[src/rtl/unw_pkg.sv]
// Shared definitions for the frame unwinder: state encoding, fixed data widths
// and the byte counts the frame layout imposes.
package unw_pkg;
    localparam int PC_W       = 32;
    localparam int SR_W       = 16;
    localparam int STEP_SR    = 2;
    localparam int STEP_PC    = 4;
    localparam int STEP_FMT   = 2;
    localparam int XTRA_SHORT = 4;
    localparam int XTRA_MID   = 8;
    localparam int XTRA_LONG  = 52;

    typedef enum logic [2:0] {
        ST_IDLE,
        ST_SR,
        ST_PC,
        ST_FMT,
        ST_SEL,
        ST_FIN
    } unw_state_t;
endpackage

[src/rtl/unw_fmt_decode.sv]
// Maps a frame format code to the number of extra bytes that follow the
// format word and flags the throwaway code. Purely combinational.
// Assumes: the code is bits 15:12 of the format word.
module unw_fmt_decode
    import unw_pkg::*;
#(
    parameter int AW = 32
) (
    input  logic [3:0]    code_i,
    output logic [AW-1:0] extra_o,
    output logic          throw_o
);
    // Decode code to extra byte count; unknown codes add nothing.
    always_comb begin
        extra_o = '0;
        throw_o = 1'b0;
        case (code_i)
            4'd1:       throw_o = 1'b1;
            4'd2, 4'd3: extra_o = AW'(XTRA_SHORT);
            4'd4:       extra_o = AW'(XTRA_MID);
            4'd7:       extra_o = AW'(XTRA_LONG);
            default:    extra_o = '0;
        endcase
    end
endmodule

[src/rtl/unw_sp_reg.sv]
// Working stack pointer of the unwinder. Loaded at start, advanced after each
// accepted read and optionally replaced in the throwaway select cycle.
// Assumes: at most one of the control inputs is active per cycle.
module unw_sp_reg #(
    parameter int AW = 32
) (
    input  logic          clk,
    input  logic          rst_n,
    input  logic          load_i,
    input  logic [AW-1:0] load_val_i,
    input  logic          adv_i,
    input  logic [AW-1:0] adv_amt_i,
    input  logic          sel_cyc_i,
    input  logic          sel_i,
    input  logic [AW-1:0] alt_i,
    output logic [AW-1:0] sp_o
);
    // Update the working pointer from start, advance or replacement.
    always_ff @(posedge clk) begin
        if (!rst_n) begin
            sp_o <= '0;
        end else if (load_i) begin
            sp_o <= load_val_i;
        end else if (adv_i) begin
            sp_o <= sp_o + adv_amt_i;
        end else if (sel_cyc_i && sel_i) begin
            sp_o <= alt_i;
        end
    end
endmodule

[src/rtl/frame_unwind.sv]
// Return-from-exception frame unwinder. Reads status word, program counter
// and (optionally) a format word per frame, skips frame extension bytes and
// loops over throwaway frames. Assumes a memory port that returns data in the
// cycle it raises rd_ready_i; no bus error handling.
module frame_unwind
    import unw_pkg::*;
#(
    parameter int AW = 32
) (
    input  logic            clk,
    input  logic            rst_n,
    input  logic            start_i,
    input  logic [AW-1:0]   sp_i,
    input  logic            fmt_en_i,
    input  logic            sp_sel_i,
    input  logic [AW-1:0]   sp_alt_i,
    output logic            rd_valid_o,
    output logic [AW-1:0]   rd_addr_o,
    output logic            rd_long_o,
    input  logic            rd_ready_i,
    input  logic [31:0]     rd_data_i,
    output logic [PC_W-1:0] pc_o,
    output logic [SR_W-1:0] sr_o,
    output logic [AW-1:0]   sp_o,
    output logic            done_o,
    output logic            tw_o
);
    unw_state_t      state_q, state_d;
    logic [AW-1:0]   sp_cur;
    logic [AW-1:0]   adv_amt;
    logic [AW-1:0]   extra;
    logic            throw;
    logic            acc;
    logic            fmt_en_q;
    logic [SR_W-1:0] sr_q;
    logic [PC_W-1:0] pc_q;

    unw_fmt_decode #(.AW(AW)) u_dec (
        .code_i  (rd_data_i[15:12]),
        .extra_o (extra),
        .throw_o (throw)
    );

    unw_sp_reg #(.AW(AW)) u_sp (
        .clk        (clk),
        .rst_n      (rst_n),
        .load_i     (state_q == ST_IDLE && start_i),
        .load_val_i (sp_i),
        .adv_i      (acc),
        .adv_amt_i  (adv_amt),
        .sel_cyc_i  (state_q == ST_SEL),
        .sel_i      (sp_sel_i),
        .alt_i      (sp_alt_i),
        .sp_o       (sp_cur)
    );

    // Drive the single read request from the current state.
    always_comb begin
        rd_valid_o = (state_q == ST_SR) || (state_q == ST_PC) || (state_q == ST_FMT);
        rd_long_o  = (state_q == ST_PC);
        rd_addr_o  = sp_cur;
        acc        = rd_valid_o && rd_ready_i;
    end

    // Pick the pointer advance for the read being accepted.
    always_comb begin
        case (state_q)
            ST_SR:   adv_amt = AW'(STEP_SR);
            ST_PC:   adv_amt = AW'(STEP_PC);
            ST_FMT:  adv_amt = AW'(STEP_FMT) + (throw ? '0 : extra);
            default: adv_amt = '0;
        endcase
    end

    // Next-state sequencing of the unwind.
    always_comb begin
        state_d = state_q;
        case (state_q)
            ST_IDLE: if (start_i) state_d = ST_SR;
            ST_SR:   if (acc) state_d = ST_PC;
            ST_PC:   if (acc) state_d = fmt_en_q ? ST_FMT : ST_FIN;
            ST_FMT:  if (acc) state_d = throw ? ST_SEL : ST_FIN;
            ST_SEL:  state_d = ST_SR;
            ST_FIN:  state_d = ST_IDLE;
            default: state_d = ST_IDLE;
        endcase
    end

    // State register and captured frame fields.
    always_ff @(posedge clk) begin
        if (!rst_n) begin
            state_q  <= ST_IDLE;
            fmt_en_q <= 1'b0;
            sr_q     <= '0;
            pc_q     <= '0;
        end else begin
            state_q <= state_d;
            if (state_q == ST_IDLE && start_i) fmt_en_q <= fmt_en_i;
            if (state_q == ST_SR && acc)       sr_q <= rd_data_i[SR_W-1:0];
            if (state_q == ST_PC && acc)       pc_q <= rd_data_i[PC_W-1:0];
        end
    end

    // Result registers and the done and throwaway pulses.
    always_ff @(posedge clk) begin
        if (!rst_n) begin
            pc_o   <= '0;
            sr_o   <= '0;
            sp_o   <= '0;
            done_o <= 1'b0;
            tw_o   <= 1'b0;
        end else begin
            done_o <= 1'b0;
            tw_o   <= 1'b0;
            if (state_q == ST_FMT && acc && throw) begin
                tw_o <= 1'b1;
                sr_o <= sr_q;
                sp_o <= sp_cur + AW'(STEP_FMT);
            end
            if (state_q == ST_FIN) begin
                done_o <= 1'b1;
                pc_o   <= pc_q;
                sr_o   <= sr_q;
                sp_o   <= sp_cur;
            end
        end
    end

    AST_RD_HOLD: assert property (@(posedge clk) disable iff (!rst_n)
        rd_valid_o && !rd_ready_i |=> rd_valid_o && $stable(rd_addr_o) && $stable(rd_long_o));
    AST_DONE_PULSE: assert property (@(posedge clk) disable iff (!rst_n)
        done_o |=> !done_o);
    AST_DONE_QUIET: assert property (@(posedge clk) disable iff (!rst_n)
        done_o |-> !rd_valid_o && !tw_o);
    AST_TW_PULSE: assert property (@(posedge clk) disable iff (!rst_n)
        tw_o |-> !rd_valid_o && !done_o);
    AST_TW_RESTART: assert property (@(posedge clk) disable iff (!rst_n)
        tw_o |=> rd_valid_o && !rd_long_o);
    AST_SEL_ADDR: assert property (@(posedge clk) disable iff (!rst_n)
        tw_o && sp_sel_i |=> rd_addr_o == $past(sp_alt_i));
endmodule

[config.mk]
export PLATFORM = sky130hd
export DESIGN_NAME = frame_unwind
export DESIGN_NICKNAME = d
export VERILOG_FILES = /design/src/rtl/unw_pkg.sv /design/src/rtl/unw_fmt_decode.sv /design/src/rtl/unw_sp_reg.sv /design/src/rtl/frame_unwind.sv
export SDC_FILE = /design/constraint.sdc
export NUM_CORES = 1
export LEC_CHECK = 0
export BUFFER_PORTS_ARGS = -buffer_cell sky130_fd_sc_hd__buf_2
export CORE_ASPECT_RATIO = 1.2
export CORE_MARGIN = 3
export CORE_UTILIZATION = 50
export CTS_CLUSTER_SIZE = 8
export DETAILED_ROUTE_END_ITERATION = 7
export GPL_TIMING_DRIVEN = 1
export PLACE_DENSITY = 0.88
export SKIP_CTS_REPAIR_TIMING = 1
export SKIP_LAST_GASP = 1
export SYNTH_ARGS = -nofsm -noshare
export SYNTH_HDL_FRONTEND = slang
export SYNTH_SLANG_ARGS = --single-unit
export TNS_END_PERCENT = 50
[constraint.sdc]
create_clock -name clk -period 2.88 [get_ports clk]
set_input_delay 0.72 -clock clk [delete_from_list [all_inputs] [get_ports clk]]
set_output_delay 0.72 -clock clk [all_outputs]
set_load 0.02 [all_outputs]
======== After elaboration in Yosys (flattened, before gate mapping) ========
Cells that the tools add are included.
storage, ports and cells
  register bits ........................... 166
  input bits .............................. 102
  output and inout bits ................... 116
  logic and storage cells ................. 61
cells by class
  multiplexer cells ....................... 20
  equal/unequal tests ..................... 14
  reductions and logical operators ........ 14
  add/sub/neg operators ................... 3
operators by type and width
  kind                                                                      number
  32-bit 2-to-1 mux                                                         6
  32-bit case mux with 3 select lines                                       1
  2-bit by 32-bit adder with 32-bit output (first input constant)           1
  32-bit by 2-bit adder with 32-bit output (second input constant)          1
  32-bit adder                                                              1
  16-bit 2-to-1 mux                                                         2
  6-bit case mux with 3 select lines                                        1
  3-bit 2-to-1 mux                                                          5
  3-bit case mux with 5 select lines                                        1
  4-bit by 2-bit == test with 1-bit output (second input constant)          2
  4-bit by 3-bit == test with 1-bit output (second input constant)          2
  1-bit logical AND                                                         7
  3-bit by 2-bit == test with 1-bit output (second input constant)          2
  3-bit == test (second input constant)                                     2
  2-bit inequality test (second input constant)                             3
  4-bit by 1-bit == test with 1-bit output (second input constant)          1
  1-bit 2-to-1 mux                                                          4
  4-bit AND reduction                                                       1
  3-bit by 1-bit == test with 1-bit output (second input constant)          1
  3-bit zero test                                                           1
  3-bit nonzero test                                                        1
  1-bit logical OR                                                          2
  2-bit by 1-bit inequality test with 1-bit output (second input constant)  1
  2-bit nonzero test                                                        1
  2-bit OR reduction                                                        1

======== Longest topological paths before layout ========
  depth in word-level cells ............... 9
  gate-level depth with buffers ........... 11
  mapped depth without buffers ............ 10

======== By module ========
A second synthesis with hierarchy kept.
unflattened totals
  cell total of the unflattened synthesis .. 1,329
  area, all modules ....................... 9,968.3 µm²
modules (own cells, without submodules)
  module          sequential area each (µm²)  times used  cells an instance  area an instance (µm²)
  frame_unwind    2,682.6                     1           822                6,203.4
  unw_sp_reg      640.6                       1           472                3,483.3
  unw_fmt_decode  0.0                         1           35                 281.5

======== Worst setup path after synthesis ========
No wires, ideal clock.
  kind .................................... input port to flip-flop
  from .................................... input rd_data_i[15]
  to ...................................... register u_sp.sp_o[26]
  path buffers ............................ 0
  arrival time ............................ 2,507 ps
  library setup time ...................... 95 ps
  stages .................................. 10
  path slack .............................. 277 ps
  data required time ...................... 2,785 ps
  cell sequence ........................... nor2b_1 -> nand3_1 -> nor2_1 -> ha_1 -> a21oi_1 -> nand2_1 -> o211ai_1 -> nor2_1 -> xnor2_1 -> a221oi_1
between the ends
  cells in the longest elaborated chain, start to end .. 9
  elaborated cells on any way between the ends .. 14
  classes of those cells .................. 2 x add/sub; 5 x eq/ne; 6 x mux; 1 x reduce/logical
RTL lines
  item                                          RTL line              text
  start, declared                               frame_unwind.sv:21    input logic [31:0] rd_data_i,
  4-bit by 2-bit == test with 1-bit output      unw_fmt_decode.sv:17  case (code_i)
  2-bit OR reduction                            unw_fmt_decode.sv:17
  6-bit case mux with 3 select lines            unw_fmt_decode.sv:17
  32-bit 2-to-1 mux (*)                         frame_unwind.sv:70    ST_FMT: adv_amt = AW'(STEP_FMT) + (throw ? '0 : extra);
  2-bit by 32-bit adder with 32-bit output (*)  frame_unwind.sv:70
  32-bit case mux with 3 select lines (*)       frame_unwind.sv:67    case (state_q)
  32-bit adder (*)                              unw_sp_reg.sv:25      sp_o <= sp_o + adv_amt_i;
  32-bit 2-to-1 mux (*)                         unw_sp_reg.sv:24      end else if (adv_i) begin
  32-bit 2-to-1 mux (*)                         unw_sp_reg.sv:22      end else if (load_i) begin
  end signal, assigned                          unw_sp_reg.sv:23      sp_o <= load_val_i;
  end signal, assigned                          unw_sp_reg.sv:25
  end signal, assigned                          unw_sp_reg.sv:27      sp_o <= alt_i;
  end, declared                                 unw_sp_reg.sv:16      output logic [AW-1:0] sp_o
Mark *: on every way between the ends. The rest lies on a longest branch, timed or not.
A chain may end at the register's enable or synchronous reset.

======== Final worst setup path ========
  from .................................... register state_q[0]
  to ...................................... register u_sp.sp_o[16]
between the ends
  cells in the longest elaborated chain, start to end .. 6
  elaborated cells on any way between the ends .. 15
  classes of those cells .................. 1 x add/sub; 4 x eq/ne; 3 x mux; 7 x reduce/logical
RTL lines
  item                                                                  RTL line            text
  start, declared                                                       frame_unwind.sv:28  unw_state_t state_q, state_d;
  start signal, assigned                                                frame_unwind.sv:97  state_q <= state_d;
  parallel branches: the longest is 6 deep, another holds 32-bit adder  -
Parallel ways; which one is timed is not known.

==> results.md <==
- Most frequent cell on the critical path: nor2_1
- CP max FO: 8
- Post-DR vias/cell: ~5.7
- R2R cell count: 11
- I/O Buffers: 217
- Row cnt: 48
- Post-synth ARST share: 0
- Layout cells sized above 1: 0.261
- Fill count: roughly 1300
- R2R Path End: u_sp.sp_o[16]
- GP Congestion: 0.953
- CP required: roughly 3.2 ns
- Top-level I/O count: around 220
- Slowest library cell on the worst path: dfxtp_1
- H-tree lvl count: 4
- Full die area: around 17000 um^2
- PD cells: 575 nW/um^2
- TritonCTS buffer count: 17
- Synth Cell Area: roughly 7500 um^2
- Area Growth Syn to Fin: 23.7%
- Clock Root Buffer: clkbuf_16
- Initial antenna violation count: 0
- Critical path launch point type: flop
- Leakage power: 0.00370 uW
- Overall Global Routing Usage: 0.279
- Status: completed
- First-pass DRT Iterations: 8
- Cells after synthesis: ~960
- CP max stage delay: approximately 0.49 ns
- Max Buffers Root-to-Sink: 2
- Mean Syn Cell Area: between 7 and 8 um^2
- TritonCTS clock tree: built
- Crit-path cells: nor2b_1 > nand3_1 > nor2_1 > ha_1 > a21oi_1 > nand2_1 > buf_4 > o21ai_2 > nor2_1 > xnor2_1 > a221oi_1
- Highest Signal Layer: met4
- Register clock-pin slew on the reported worst setup and hold paths: 0.07 ns
- Multi-input gate area: around 3800 um^2
- Slew HR: 0.474
- Reg area: between 3000 and 4000 um^2
- Setup slack at placement: -0.00884 ns
- Worst-Skew Late Latency: 0.44 ns
- Hold_sp: sr_o[14]
- Count of nets after finishing: roughly 1300
- R2R setup slack: approximately 0.28 ns
- Post-synth EDFFs: 0
- DRC viols: 0
- Routed WL: about 24000 um
- Clock Skew: around 0.011 ns
- DP HPWL: 16600 um
- Worst setup margin: 0.283 ns
- Initial DRC count: roughly 640
- Final min period: between 2 and 3 ns
- Gr ovfl total: 0
- First-pass GRT wire length: ~37000 um
- Wire length per cell: ~17 um
- Pin count of the biggest net entering global routing: 61
- Final period utilization: 0.902
- YS warnings: 0
- Die H: ~140 um
- Worst r2r src: state_q[0]
- Hold path depth: 2
- Final antenna-violating net count: 0
- Worst hold slack: around 0.45 ns
- Main synth FF type: dfxtp_1
- Vias: about 7700
- Share of the yosys chip area belonging to registers: 0.442
- Met3 Wirelength: around 2100 um
- Initial Utilization: 0.517
- Final setup viols: 0
- Worst-margin pin slew: 0.788 ns
- Routed wire length on met2: 11900 um
- Critical Path End Type: flop
- Commonest non-fill, non-tap cell in the layout: nand2_1
- Unrepaired setup endpoints after global routing: false
- HP Class: reg -> reg
- Maximum vdd drop: around 0.4 mV
- Most frequent cells in the layout: 252 x nand2_1, 217 x buf_2, 166 x dfxtp_1, 143 x a21oi_1, 54 x nor2_1
- Final hold violation count: 0
- Met1 Wirelength: just under 9000 um
- Net count after synthesis: ~1100
- Worst path arrival time: 2.92 ns
- Ant. Diodes: 0
- Max Freq: about 390 MHz
- Vias in the first global route: roughly 7400
- Total core area: around 15000 um^2
- Slew Limit Fails: 0
- Setup CP Type: reg -> reg
- CTS Sinks: roughly 170
- Max_cap viols: 0
- WHS Endpoint: sr_o[14]
- Die width: 118 um
- #FFs+latches synth: between 150 and 200
- Distinct cells, synth: 67
flip-flops by register name, indices dropped and copies added, names as in the netlist:
name       flops
done_o         1
sr_q          16
pc_q          32
sr_o          16
u_sp.sp_o     32
sp_o          32
tw_o           1
state_q        3
fmt_en_q       1
pc_o          32
area by class of cell:
| type | count | share of cell area |
|---|---|---|
| Tap cell | 200 | 0.0269 |
| Sequential cell | 166 | 0.357 |
| Multi-Input combinational cell | 707 | 0.410 |
| Timing Repair Buffer | 245 | 0.141 |
| Clock inverter | 14 | 0.0151 |
| Inverter | 5 | 0.00229 |
| Clock buffer | 18 | 0.0472 |
synthesized netlist by cell type, drive strengths merged (3+ instances only):
cell type / count / area share
o21a: 4 / 0.0040
a31oi: 4 / 0.0033
inv: 5 / 0.0025
nand3: 24 / 0.017
or2: 4 / 0.0033
dfxtp: 166 / 0.44
nand2: 253 / 0.13
a222oi: 8 / 0.011
o211ai: 4 / 0.0040
a311oi: 5 / 0.0067
a22oi: 5 / 0.0050
xnor2: 30 / 0.035
a211oi: 8 / 0.0087
clkbuf: 39 / 0.020
buf: 38 / 0.029
a221oi: 17 / 0.021
o22ai: 4 / 0.0042
nor2: 59 / 0.031
nor2b: 9 / 0.0075
and3: 3 / 0.0025
a21oi: 143 / 0.095
o21ai: 36 / 0.024
nor4: 3 / 0.0025
nand4: 12 / 0.013
ha: 6 / 0.010
o221ai: 3 / 0.0035
nand2b: 3 / 0.0025
xor2: 17 / 0.020
nor3: 19 / 0.015
how the worst max path moves through the flow:
stage | from | endpoint | slack, ns | depth (start not counted)
finish | state_q[0] | u_sp.sp_o[16] | 0.28 | 11
global route | state_q[0] | u_sp.sp_o[16] | 0.06 | 11
CTS | state_q[0] | u_sp.sp_o[16] | 0.28 | 11
detailed placement | rd_data_i[15] | u_sp.sp_o[16] | -0.009 | 12
global placement | rd_data_i[12] | u_sp.sp_o[21] | 0.09 | 11
floorplan | rd_data_i[15] | u_sp.sp_o[26] | 0.28 | 10
cell families (layout without fill, tap and decap cells):
logic type | count (synthesis) | after routing | share of synthesized area
flip-flops | 166 | 166 | 0.442
buffers and inverters | 82 | 282 | 0.0509
multiplexers | 1 | 1 | 0.00150
adder cells (fa/ha/maj) | 7 | 7 | 0.0127
XOR/XNOR | 47 | 47 | 0.0548
AO/OA/AOI/OAI | 252 | 252 | 0.202
AND/OR/NAND/NOR | 400 | 400 | 0.235
power by group:
part	internal (uW)	switching, uW
Sequential	2370	123
Combinational	247	391
Clock	1230	988
metal layers:
| layer | GRT usage | vias to the layer above |
|---|---|---|
| met5 | 0 | - |
| met4 | 0.124 | 0 |
| li1 | - | 3656 |
| met3 | 0.0893 | 59 |
| met2 | 0.492 | 385 |
| met1 | 0.308 | 3572 |
worst max-delay path: cells and delay by family (launching register included):
kind | cells | cell delay [ns]
flip-flops | 1 | 0.49
adder cells (fa/ha/maj) | 1 | 0.29
AND/OR/NAND/NOR | 5 | 0.72
XOR/XNOR | 1 | 0.12
buffers and inverters | 1 | 0.18
AO/OA/AOI/OAI | 3 | 0.69
metrics by stage:
step | util | total power [uW] | std cells | TNS, ns | area (um^2)
after floorplan | - | 2900 | 955 | 0 | 7510
after global placement | 0.600 | 3140 | 1323 | 0 | 8720
after detailed placement | 0.600 | 3160 | 1323 | -0.00884 | 8720
after CTS | 0.640 | 5370 | 1355 | 0 | 9300
after global routing | 0.640 | 5520 | 1355 | 0 | 9300
final | 0.640 | 5350 | 1355 | 0 | 9300
Note: power is estimated with default switching activity, not from simulation.
